### config.mk
export PLATFORM = sky130hd
export DESIGN_NAME = ptw_walker
export DESIGN_NICKNAME = d
export VERILOG_FILES = /design/src/rtl/ptw_pkg.sv /design/src/rtl/ptw_slice.sv /design/src/rtl/ptw_perm.sv /design/src/rtl/ptw_walker.sv
export SDC_FILE = /design/constraint.sdc
export NUM_CORES = 1
export LEC_CHECK = 0
export BUFFER_PORTS_ARGS = -buffer_cell sky130_fd_sc_hd__buf_2
export CAP_MARGIN = 40
export CORE_AREA = 2 2 151 153
export CTS_CLUSTER_DIAMETER = 200
export CTS_CLUSTER_SIZE = 8
export DETAILED_ROUTE_END_ITERATION = 7
export DIE_AREA = 0 0 153 155
export PLACE_DENSITY_LB_ADDON = 0.15
export SETUP_SLACK_MARGIN = 0.3
export SYNTH_ARGS = -nofsm -noshare
export SYNTH_HDL_FRONTEND = slang
export SYNTH_HIERARCHICAL = 1
export SYNTH_SLANG_ARGS = --single-unit
### constraint.sdc
create_clock -name clk -period 8.1 [get_ports clk]
set_input_delay 0.405 -clock clk [delete_from_list [all_inputs] [get_ports clk]]
set_output_delay 0.405 -clock clk [all_outputs]
set_load 0.03 [all_outputs]
### src/rtl/ptw_pkg.sv
package ptw_pkg;
    typedef enum logic [2:0] {
        ST_IDLE,
        ST_ISSUE,
        ST_WAIT,
        ST_DONE,
        ST_FAULT
    } walk_state_t;

    localparam int FLG_V = 0;
    localparam int FLG_R = 1;
    localparam int FLG_W = 2;
    localparam int FLG_X = 3;
    localparam int FLG_G = 4;

    localparam logic [1:0] ACC_LOAD  = 2'd0;
    localparam logic [1:0] ACC_STORE = 2'd1;
    localparam logic [1:0] ACC_FETCH = 2'd2;
endpackage

### src/rtl/ptw_slice.sv
module ptw_slice #(
    parameter int VA_W      = 52,
    parameter int LVL       = 4,
    parameter int IDX_W     = 10,
    parameter int OFF_W     = 12,
    parameter int PA_W      = 64,
    parameter int ENT_BYTES = 8
) (
    input  logic [VA_W-1:0]         vaddr,
    input  logic [$clog2(LVL)-1:0]  level,
    input  logic [PA_W-OFF_W-1:0]   base_ppn,
    output logic [PA_W-1:0]         entry_addr
);
    localparam int SH = $clog2(ENT_BYTES);

    logic [IDX_W-1:0] idx_tab [LVL];
    logic [IDX_W-1:0] idx;
    logic             unused_off;

    genvar g;
    generate
        for (g = 0; g < LVL; g++) begin : g_slice
            assign idx_tab[g] = vaddr[VA_W-1-g*IDX_W -: IDX_W];
        end
    endgenerate

    assign idx        = idx_tab[level];
    assign entry_addr = {base_ppn, {OFF_W{1'b0}}}
                      + ({{(PA_W-IDX_W){1'b0}}, idx} << SH);
    assign unused_off = ^vaddr[OFF_W-1:0];
endmodule

### src/rtl/ptw_perm.sv
module ptw_perm
    import ptw_pkg::*;
(
    input  logic [1:0] acc,
    input  logic [2:0] rwx,
    output logic       allowed
);
    always_comb begin
        unique case (acc)
            ACC_STORE: allowed = rwx[FLG_W-1];
            ACC_FETCH: allowed = rwx[FLG_X-1];
            default:   allowed = rwx[FLG_R-1];
        endcase
    end
endmodule

### src/rtl/ptw_walker.sv
module ptw_walker
    import ptw_pkg::*;
#(
    parameter int VA_W   = 52,
    parameter int LVL    = 4,
    parameter int IDX_W  = 10,
    parameter int OFF_W  = 12,
    parameter int PA_W   = 64,
    parameter int PTE_W  = 64,
    parameter int FLAG_W = 5
) (
    input  logic                  clk,
    input  logic                  rst_n,
    input  logic                  req_valid,
    output logic                  req_ready,
    input  logic [VA_W-1:0]       req_vaddr,
    input  logic [1:0]            req_acc,
    input  logic [PA_W-OFF_W-1:0] root_ppn,
    output logic                  busy,
    output logic                  mem_req_valid,
    input  logic                  mem_req_ready,
    output logic [PA_W-1:0]       mem_req_addr,
    input  logic                  mem_rsp_valid,
    input  logic [PTE_W-1:0]      mem_rsp_data,
    output logic                  fill_valid,
    output logic [VA_W-OFF_W-1:0] fill_vpn,
    output logic [PA_W-OFF_W-1:0] fill_ppn,
    output logic [FLAG_W-1:0]     fill_flags,
    output logic                  fault_valid,
    output logic                  fault_cause,
    output logic [VA_W-1:0]       fault_vaddr
);
    localparam int PPN_W = PA_W - OFF_W;
    localparam int LVL_W = $clog2(LVL);
    localparam logic [LVL_W-1:0] LAST = LVL_W'(LVL - 1);

    walk_state_t           state, state_nx;
    logic [VA_W-1:0]       vaddr_q;
    logic [1:0]            acc_q;
    logic [PPN_W-1:0]      base_q;
    logic [LVL_W-1:0]      lvl_q;
    logic [FLAG_W-1:0]     flags_q;
    logic                  cause_q;
    logic                  leaf_ok;
    logic                  ent_valid;
    logic [PPN_W-1:0]      ent_ppn;
    logic [PA_W-1:0]       ent_addr;
    logic                  unused_rsv;

    assign ent_valid  = mem_rsp_data[FLG_V];
    assign ent_ppn    = mem_rsp_data[PTE_W-1 -: PPN_W];
    assign unused_rsv = ^mem_rsp_data[PTE_W-PPN_W-1:FLAG_W];

    ptw_slice #(
        .VA_W(VA_W), .LVL(LVL), .IDX_W(IDX_W), .OFF_W(OFF_W),
        .PA_W(PA_W), .ENT_BYTES(PTE_W/8)
    ) u_slice (
        .vaddr      (vaddr_q),
        .level      (lvl_q),
        .base_ppn   (base_q),
        .entry_addr (ent_addr)
    );

    ptw_perm u_perm (
        .acc     (acc_q),
        .rwx     (mem_rsp_data[FLG_X:FLG_R]),
        .allowed (leaf_ok)
    );

    // state register
    always_ff @(posedge clk) begin
        if (!rst_n) state <= ST_IDLE;
        else        state <= state_nx;
    end

    // transitions
    always_comb begin
        state_nx = state;
        unique case (state)
            ST_IDLE:  if (req_valid) state_nx = ST_ISSUE;
            ST_ISSUE: if (mem_req_ready) state_nx = ST_WAIT;
            ST_WAIT: begin
                if (mem_rsp_valid) begin
                    if (!ent_valid)         state_nx = ST_FAULT;
                    else if (lvl_q != LAST) state_nx = ST_ISSUE;
                    else if (leaf_ok)       state_nx = ST_DONE;
                    else                    state_nx = ST_FAULT;
                end
            end
            ST_DONE:  state_nx = ST_IDLE;
            ST_FAULT: state_nx = ST_IDLE;
            default:  state_nx = ST_IDLE;
        endcase
    end

    // walk context
    always_ff @(posedge clk) begin
        if (!rst_n) begin
            vaddr_q <= '0;
            acc_q   <= '0;
            base_q  <= '0;
            lvl_q   <= '0;
            flags_q <= '0;
            cause_q <= 1'b0;
        end else begin
            unique case (state)
                ST_IDLE: begin
                    if (req_valid) begin
                        vaddr_q <= req_vaddr;
                        acc_q   <= req_acc;
                        base_q  <= root_ppn;
                        lvl_q   <= '0;
                    end
                end
                ST_WAIT: begin
                    if (mem_rsp_valid) begin
                        base_q  <= ent_ppn;
                        flags_q <= mem_rsp_data[FLAG_W-1:0];
                        cause_q <= ent_valid;
                        if (lvl_q != LAST) lvl_q <= lvl_q + 1'b1;
                    end
                end
                default: ;
            endcase
        end
    end

    // outputs
    always_comb begin
        req_ready     = (state == ST_IDLE);
        busy          = (state != ST_IDLE);
        mem_req_valid = (state == ST_ISSUE);
        mem_req_addr  = ent_addr;
        fill_valid    = (state == ST_DONE);
        fill_vpn      = vaddr_q[VA_W-1:OFF_W];
        fill_ppn      = base_q;
        fill_flags    = flags_q;
        fault_valid   = (state == ST_FAULT);
        fault_cause   = cause_q;
        fault_vaddr   = vaddr_q;
    end
endmodule

; ---- Word-level counts from Yosys, hierarchy flattened
; Index checks and enable logic that the tools add are counted.
[classes]
add_sub_neg = 2
multipliers = 0
div = 0
n_lt_le_gt_ge = 1
n_eq_ne = 11
n_shift = 0
n_mux = 18
bitwise = 1
reduce_logical = 8
[op_table]
columns = cell, count
row1 = 2-to-1 mux 52 bit, 2
row2 = one-hot mux 52 bit (2 select lines), 1
row3 = adder 64 x 13 -> 64 bit, 1
row4 = binary-select mux 10 bit (select 2 bit), 1
row5 = 2-to-1 mux 10 bit, 2
row6 = 2-to-1 mux 3 bit, 6
row7 = one-hot mux 3 bit (3 select lines), 1
row8 = inequality test 2 bit (second input constant), 4
row9 = equality test 3 x 2 -> 1 bit (second input constant), 2
row10 = 2-to-1 mux 2 bit, 3
row11 = AND reduction 3 bit, 2
row12 = one-hot mux 2 bit (2 select lines), 1
row13 = AND reduction 2 bit, 2
row14 = AND reduction 4 bit, 1
row15 = equality test 3 x 1 -> 1 bit (second input constant), 1
row16 = equality test 3 bit (second input constant), 1
row17 = greater-or-equal comparator 3 bit (second input constant), 1
row18 = zero test 3 bit, 1
row19 = inverter 2 -> 3 bit, 1
row20 = nonzero test 3 bit, 1
row21 = adder 2 x 1 -> 2 bit (second input constant), 1
row22 = equality test 2 x 1 -> 1 bit (second input constant), 1
row23 = equality test 2 bit (second input constant), 1
row24 = inequality test 2 x 1 -> 1 bit (second input constant), 1
row25 = 2 further kinds, 2
[totals]
regBits = 117
latch_bits = 0
mem_bits_rw = 0
rom_bits = 0
in_bits = 175
output_inout_bits = 219
elab_cells = 48
n_memories = 0

; ---- Longest topological paths before layout
; Gate-level depths: netlist of the first run.
[depth]
depth_word = 7
ltp_mapped = 11
ltp_nobuf = 8

; ---- Hierarchy
; Netlist of the first run, hierarchy kept.
[modules_own_cells]
columns = module, n_inst, cells_per_inst, area_per_inst_um2, seq_area_each_um2
row1 = ptw_walker, 1, 577, 5484.0, 2322.2
row2 = ptw_slice, 1, 180, 1358.8, 0.0
row3 = ptw_perm, 1, 7, 48.8, 0.0

; ---- Worst setup path before layout of the first run
; OpenSTA, ideal clock, no wires.
[synth_timing]
path_type = register -> output
start = register lvl_q[0]
end = output port mem_req_addr[52]
arrival_ps = 3178
t_required_ps = 7695
path_slack_ps = 4517
path_stages_with_launch = 12
path_buffers = 3
cell_sequence = dfxtp_1 buf_2 mux4_2 ha_1 ha_1 and3_2 and3_1 buf_2 and3_1 buf_4 and4_1 xor2_1
[synth_via]
elab_chain_cells = 5
[synth_rtl]
columns = item, line_no
row1 = start: declaration, ptw_walker.sv:41  ; logic [LVL_W-1:0] lvl_q;
row2 = start signal: assignment, ptw_walker.sv:120  ; if (lvl_q != LAST) lvl_q <= lvl_q + 1'b1;
row3 = inverter 2 -> 3 bit (implied by the code), ptw_slice.sv:27  ; assign idx = idx_tab[level];
row4 = binary-select mux 10 bit (select 2 bit), ptw_slice.sv:27
row5 = 2-to-1 mux 10 bit (implied by the code) (2 in a row), ptw_slice.sv:27
row6 = adder 64 x 13 -> 64 bit, ptw_slice.sv:29  ; + ({{(PA_W-IDX_W){1'b0}}, idx} << SH);
row7 = end: declaration, ptw_walker.sv:22  ; output logic [PA_W-1:0] mem_req_addr,
; Every way passes these cells. The select of a mux whose other input is x is not followed.

; ---- Worst setup path in the final report of the first run
[layout_timing]
start = register lvl_q[1]
end = output port mem_req_addr[52]
; Same word-level chain as after synthesis.

==> run metrics, run 1 <==
status completed; final setup fails 0; combinational power share 31.6%; Compound-Gate Fraction of Synth Area 18.25%; post-synth top area cell dfxtp_1; top cell type's share of synthesized area 33.70%; Die Span Y 155 um; Seq/Total Area, Yosys 33.70%; Hold Vio Cnt, Final 0; # DRC 0; Post-Synth Adder-Cell Area 0.9078%; Post-DRT Antenna Nets 0; power per cell area 234.9 nW/um^2; setup bufs post-CTS 0; HPWL after detailed placement 17,720 um; DR vias/cell 4.843; CP Capture Type output pin; asr flop ratio synth 0%; WL final 23,990 um; first drt pass iteration count 4; final worst setup slack 3.887 ns; routed len/inst 17.41 um; Pwr Total 2.144 mW; Rel. slew slack 44.25%; Die Width 153 um; Buffers on Ports 383; maxcap violations 0; initial antenna violation count 2; fin nets 1,259; Slew Limit Fails 0; sequential fraction of design power 33.4%; RSZ-0062 raised after global routing false; die area 23,720 um^2; Finished Layout Cells 1,378; Num Clock Sinks 116; Placed Area 8547 um^2; Synth warnings 6; Synth cell types 51; first-pass GRT wire length 36,450 um; worst skew pair latency 0.41 ns; syn avg cell area 9.020 um^2; hold_ws 0.2183 ns; largest family of logic cells by synthesized area compound AO/OA/AOI/OAI gates; Pint 1.293 mW; Simple-Gate Fraction of Synth Area 17.50%; multiplexer area fraction after synthesis 11.71%; cts repair resizes 0; Ports 394; hold buffer count at CTS 0; layout cells sized above 1 45.70%; Max FO, Critical Path 12; FILL cells 2,344; Min Clock Period, post-route 4.213 ns; Synth-to-Final Area Change 32.48%; Clk Tree Root Cell clkbuf_16; CTS Buffer Depth 2; fmax 0.2374 GHz; clock group share of total power 35.0%; worst slew pin tran 0.8362 ns; Initial Utilization 31.00%; vias 6,673; category of the most critical setup path flip-flop to output pin; reg2reg setup slack 5.66 ns; H-Tree Level Count 4; Reg clk slew, reported paths 0.06 ns; xor-xnor portion of the synthesized cell area 6.354%; Design Area, Final 9130 um^2; largest net degree at the start of global routing 57; Lkg Pwr 4.172 nW; crit start category flip-flop; Final Core Density 41.08%; period utilisation layout 52.01%; total track usage 19.46%; clk_skew 0.007239 ns; switching share of power 39.68%; top cells by area, synth dfxtp_1, a211oi_2, mux2i_1; Psw 0.8508 mW; Initial DRC Count 174; Synth Register Bits 116; TNS Setup 0 ns; number of synthesized flops with an enable pin 0; cell count after synthesis 764; Hold WC Path Type input port to flip-flop; WP data required 7.70 ns; netlist area before placement 6892 um^2; RePlAce Congestion 0.7660; core area 22,230 um^2; Main synth FF type dfxtp_1; pre-CTS setup slack 4.242 ns; CP Data Arrival Time 3.81 ns; # rows 55; grt total ovfl 0; CTS tree done; Peak VDD IR 0.1229 mV; # placed instances 1,345; number of global-route vias before repair 6,320; CTS buffer count 17
[final cells by class]
| cell class | count | area, um^2 | share of cell area [%] |
|---|---|---|---|
| multi-input cells | 541 | 3787 | 41.48 |
| clock inverters | 14 | 141.4 | 1.549 |
| clock buffers | 18 | 439.2 | 4.810 |
| inverters | 10 | 40.04 | 0.4385 |
| well taps | 285 | 356.6 | 3.906 |
| flip-flops and latches | 116 | 2326 | 25.48 |
| diodes | 1 | 2.502 | 0.02741 |
| repair buffers | 393 | 2037 | 22.31 |
[state kept, by name (all words and copies together) (netlist names)]
register	flops
fault_vaddr	52
lvl_q	2
acc_q	2
fill_flags	5
state	3
fill_ppn	52
[cells in the final DEF (no fill, tap or decap), drive strengths merged, types with 4 or more instances in the layout]
cell type  instances
ha                 5
inv               19
and4               5
nor3              12
and3              10
dfxtp            116
nand2b             4
xor2              17
xnor2             33
nor2              16
mux4              10
nand4             20
a21oi            109
buf              393
a211oi            54
and2               4
nor4               5
clkbuf            18
nand2            129
mux2i             57
nand3             26
[layer usage]
| metal | track usage, % | wire (um) | share of wire, % |
|---|---|---|---|
| met2 | 35.08 | 12190 | 51 |
| met3 | 5.487 | 1620 | 6.8 |
| met1 | 22.93 | 9968 | 42 |
| met4 | 4.541 | 195 | 0.81 |
| met5 | 0 | 16 | 0.067 |
[cells by family after synthesis]
group,Yosys count
compound gates,171
xor+xnor,50
fa+ha+maj,5
buf+inv,109
flops,116
mux,68
other cells,1
simple gates,244
[cell usage after synthesis, types with 2 or more instances]
master,n
buf_12,6
buf_2,11
mux4_2,10
clkbuf_1,21
inv_1,10
and3_1,9
xor2_1,17
buf_4,47
a21oi_1,109
a211oi_2,50
a211oi_1,4
nor2_1,15
nand4_2,2
nor4_2,2
or3_1,2
and2_1,2
and4_1,4
nor3b_1,3
nand4_1,18
nor3_1,12
ha_1,5
nand3_1,26
buf_6,13
nand2b_1,4
a31oi_1,2
mux2i_1,57
nand2_1,129
dfxtp_1,116
xnor2_1,33
nor4_1,2
nor2b_1,3
[power by group through the flow]
stage	Sequential [mW]	Clock (mW)	Combinational [mW]
floorplan	0.812	0	0.421
global placement	0.730	0	0.677
detailed placement	0.730	0	0.686
CTS	0.718	0.771	0.687
global route	0.728	0.799	0.724
finish	0.715	0.750	0.678
[worst max-delay path, stage by stage, from the launching register on]
cell and delay, ns:
dfxtp_1 0.78, mux4_2 0.39, ha_1 0.24, ha_1 0.20, and3_2 0.22, and3_1 0.44, and3_1 0.47, and4_1 0.26
xor2_1 0.17, buf_2 0.22
[worst paths after layout]
kind	start	to	cells past startpoint
worst max-delay path	lvl_q[1]	mem_req_addr[52]	9
worst min-delay path	mem_rsp_data[0]	state[2]	2
worst max register to register	state[1]	fill_flags[2]	5
worst min register to register	fault_vaddr[8]	fault_vaddr[8]	2
Note: power is estimated with default switching activity, not from simulation.
==> run 2: changes to the inputs <==
==> constraint.sdc (replaced) <==
create_clock -name clk -period 3.8 [get_ports clk]
set_input_delay 0.19 -clock clk [delete_from_list [all_inputs] [get_ports clk]]
set_output_delay 0.19 -clock clk [all_outputs]
set_load 0.03 [all_outputs]
==> run 2 against run 1 <==
  * Clock skew hardly changed
  * Worst setup slack worse by 3.3 ns
  * Sequential share of layout area is 1.2 points lower
  * Critical path type unchanged
  * Largest cell class unchanged
  * Highest routed layer unchanged
==> run metrics, run 2 (synthesized netlist as in run 1, its figures left out) <==
DR vias/cell 4.844; Max FO, Critical Path 10; H-Tree Level Count 4; CTS Buffer Depth 2; first-pass GRT wire length 37,900 um; first drt pass iteration count 4; power per cell area 492.2 nW/um^2; die area 23,720 um^2; RePlAce Congestion 0.7922; commonest non-fill, non-tap cell in the layout buf_2; Buffers on Ports 383; Initial DRC Count 240; most frequent cells in the layout buf_2, nand2_1, dfxtp_1; initial antenna violation count 2; Synth-to-Final Area Change 39.00%; Rel. slew slack 39.90%; RSZ-0062 raised after global routing false; Finished Layout Cells 1,419; GRT busiest layer met2; Reg clk slew, reported paths 0.06 ns; Min Clock Period, post-route 3.253 ns; grt total ovfl 0; HPWL after detailed placement 17,970 um; maxcap violations 0; hold_ws 0.01616 ns; FILL cells 2,306; Die Span Y 155 um; CTS tree done; vias 6,874; # placed instances 1,348; WP data required 3.61 ns; WL final 24,840 um; fin nets 1,300; fmax 0.3074 GHz; Peak VDD IR 0.2715 mV; Hold WC Path Type input port to flip-flop; # rows 55; crit start category flip-flop; # DRC 0; Die Width 153 um; CP Data Arrival Time 3.06 ns; Num Clock Sinks 116; core area 22,230 um^2; number of global-route vias before repair 6,610; M3 GR Usage 5.850%; clk_skew 0.007382 ns; category of the most critical setup path flip-flop to output pin; layout cells sized above 1 44.40%; Hold Vio Cnt, Final 0; final worst setup slack 0.5470 ns; Lkg Pwr 4.356 nW; CP Capture Type output pin; CTS buffer count 17; largest net degree at the start of global routing 56; Slew Limit Fails 0; routing usage on met1 23.56%; Ports 394; total track usage 20.30%; met2 Use GR 36.90%; routed len/inst 17.50 um; worst slew pin tran 0.8932 ns; Post-DRT Antenna Nets 0; period utilisation layout 85.61%; Initial Utilization 31.00%; TNS Setup 0 ns; status completed; pre-CTS setup slack 0.6216 ns; final setup fails 0; Clk Tree Root Cell clkbuf_16; worst skew pair latency 0.41 ns
-- run 2: where the power goes --
part	internal [mW]	switching (mW)	leakage, nW
Combinational	0.499	0.976	3.10
Clock	1.08	0.628	0.303
Sequential	1.34	0.189	0.957
-- run 2: metrics by stage --
stage               util [%]  area [um^2]  power, mW
floorplan                  -         6899      2.628
global placement       38.28         8509      3.004
detailed placement     38.50         8557      3.022
CTS                    43.01         9559      4.786
global route           43.10         9579      4.958
finish                 43.10         9579      4.715
-- run 2: critical path, stage by stage (launching register included) --
cell and delay (ns):
dfxtp_1 0.35, mux4_2 0.55, ha_1 0.26, ha_1 0.22, and3_2 0.24, and3_4 0.23, and3_4 0.24, and4_1 0.22
xor2_1 0.14, clkbuf_4 0.21
-- run 2: path summary, 6_finish.rpt --
check             slack (ns)  cells past startpoint               end           start
setup / recovery        0.55                      9  mem_req_addr[52]        lvl_q[0]
hold / removal          0.02                      3   fault_vaddr[25]   req_vaddr[25]
setup reg to reg        1.69                      4          lvl_q[0]        state[1]
hold reg to reg         0.46                      2    fault_vaddr[5]  fault_vaddr[5]
-- run 2: final cells by class --
type,instances,area [um^2],area share (%)
clock buffer,19,454.2,4.741
timing repair buffer,434,2430,25.37
multi-input combinational,541,3797,39.64
clock inverter,13,172.7,1.803
inverter,10,40.04,0.4180
sequential,116,2326,24.28
antenna,1,2.502,0.02612
tap,285,356.6,3.723
-- run 2: timing repair --
action / CTS / global route
pin swaps: 0 / 0
setup buffers: 0 / 0
hold buffers: 37 / 1
gates resized for setup: 2 / 3
hold endpoints to repair: 37 / 1
endpoints found under the setup margin: 3 / 2
-- run 2: per-layer routing --
| metal | share of wire (%) | up-vias |
|---|---|---|
| met2 | 52 | 261 |
| met3 | 6.5 | 18 |
| met1 | 41 | 3213 |
| met5 | 0.052 | - |
| li1 | - | 3380 |
| met4 | 1.2 | 2 |
==> run 3: changes to the inputs <==
==> constraint.sdc (replaced) <==
create_clock -name clk -period 3.8 [get_ports clk]
set_input_delay 0.38 -clock clk [delete_from_list [all_inputs] [get_ports clk]]
set_output_delay 0.38 -clock clk [all_outputs]
set_load 0.03 [all_outputs]
==> run 3 against run 2 <==
  * Worst hold slack gained 0.18 ns
  * Die area is the same
  * Global-route usage is 0.54 points lower
  * Sequential power about the same
  * Count of clock-buffer cells in the layout shrank 2
  * Sequential share of layout area rose by 1.2 points
  * Utilization is 2.0 points lower
  * Worst setup slack got worse by 0.14 ns
  * Final cell count shrank 2.9%
  * Final area is 4.6% lower
  * Flip-flop and latch count stayed put
  * Maximum frequency decreased by 4.2%
  * Critical path type unchanged
  * Critical endpoint unchanged
  * Largest power group unchanged
==> run metrics, run 3 (synthesized netlist as in run 1, its figures left out) <==
clk_skew 0.008890 ns; worst slew pin tran 0.8596 ns; WP data required 3.42 ns; Min Clock Period, post-route 3.395 ns; die area 23,720 um^2; Die Width 153 um; layout cells sized above 1 46.11%; Buffers on Ports 383; status completed; CTS Buffer Depth 2; Ports 394; Slew Limit Fails 0; Final Core Density 41.13%; hold buffer count at CTS 0; commonest non-fill, non-tap cell in the layout buf_2; CP Capture Type output pin; vias 6,726; # rows 55; HPWL after detailed placement 18,000 um; DR vias/cell 4.881; first-pass GRT wire length 36,870 um; RePlAce Congestion 0.7682; Clk Tree Root Cell clkbuf_16; power per cell area 494.0 nW/um^2; RSZ-0062 raised after global routing true; WL final 24,440 um; Peak VDD IR 0.3037 mV; Hold Vio Cnt, Final 0; H-Tree Level Count 4; Synth-to-Final Area Change 32.64%; initial antenna violation count 0; final setup fails 0; Rel. slew slack 42.69%; crit start category flip-flop; total track usage 19.76%; first drt pass iteration count 5; CTS buffer count 17; maxcap violations 0; worst skew pair latency 0.42 ns; diodes inserted 0; category of the most critical setup path flip-flop to output pin; CTS tree done; Reg clk slew, reported paths 0.06 ns; Die Span Y 155 um; Num Clock Sinks 116; Initial DRC Count 215; most frequent cells in the layout buf_2, nand2_1, dfxtp_1; Post-DRT Antenna Nets 0; Hold WC Path Type input port to flip-flop; routed len/inst 17.73 um; Lkg Pwr 4.170 nW; CP Data Arrival Time 3.02 ns; fmax 0.2945 GHz; TNS Setup 0 ns; Initial Utilization 31.00%; hold_ws 0.1941 ns; Max FO, Critical Path 10; fin nets 1,261; # DRC 0; largest net degree at the start of global routing 71; number of global-route vias before repair 6,456; period utilisation layout 89.35%; core area 22,230 um^2; grt total ovfl 0
## run 3: layout make-up
| type | count | area, um^2 |
|---|---|---|
| clock buffers | 17 | 425.4 |
| clock inverters | 14 | 132.6 |
| fillers | 2339 | 13090 |
| inverters | 10 | 40.04 |
| multi-input cells | 541 | 3816 |
| flip-flops and latches | 116 | 2326 |
| well taps | 285 | 356.6 |
| repair buffers | 395 | 2044 |
## run 3: path summary, 6_finish.rpt
kind,startpoint,to,slack [ns],cells past startpoint
min reg2reg,fault_vaddr[9],fault_vaddr[9],0.45,2
max,lvl_q[0],mem_req_addr[52],0.40,9
max reg2reg,state[1],fill_flags[3],1.68,5
min,mem_rsp_data[0],state[2],0.19,2
## run 3: repair_timing
action / 4_1_cts / 5_1_grt
pin swaps: 1 / 1
endpoints found under the setup margin: 14 / 15
gates resized for setup: 4 / 4
setup buffers: 1 / 1
## run 3: through the flow
| stage | power [mW] | instance area, um^2 | worst slack, ns | instances |
|---|---|---|---|---|
| 4_1_cts | 4.580 | 9116 | 0.2139 | 1377 |
| 2_1_floorplan | 2.629 | 6907 | 0.3844 | 766 |
| 6_report | 4.515 | 9141 | 0.4047 | 1378 |
| 5_1_grt | 4.732 | 9141 | 0.2588 | 1378 |
| 3_5_place_dp | 3.021 | 8542 | 0.4569 | 1345 |
| 3_3_place_gp | 3.006 | 8514 | 0.4675 | 1344 |
## run 3: report_power, final
part / total (mW) / internal (mW) / switching, mW
registers: 1.53 / 1.34 / 0.183
clock network: 1.54 / 0.903 / 0.634
logic: 1.45 / 0.475 / 0.976
## run 3: critical path, cell delays in order (launching register included)
cell and delay [ns]:
dfxtp_1 0.35, mux4_2 0.55, ha_2 0.22, ha_1 0.20, and3_2 0.24, and3_4 0.23, and3_4 0.24, and4_1 0.24
xor2_2 0.13, clkbuf_4 0.20
## run 3: routing by layer
layer / vias to the layer above / GRT usage, % / wire (um)
met5: - / 0 / 0
met4: 0 / 5.247 / 280
met3: 20 / 6.156 / 1900
met2: 284 / 35.60 / 12440
met1: 3123 / 22.71 / 9816
li1: 3299 / - / -
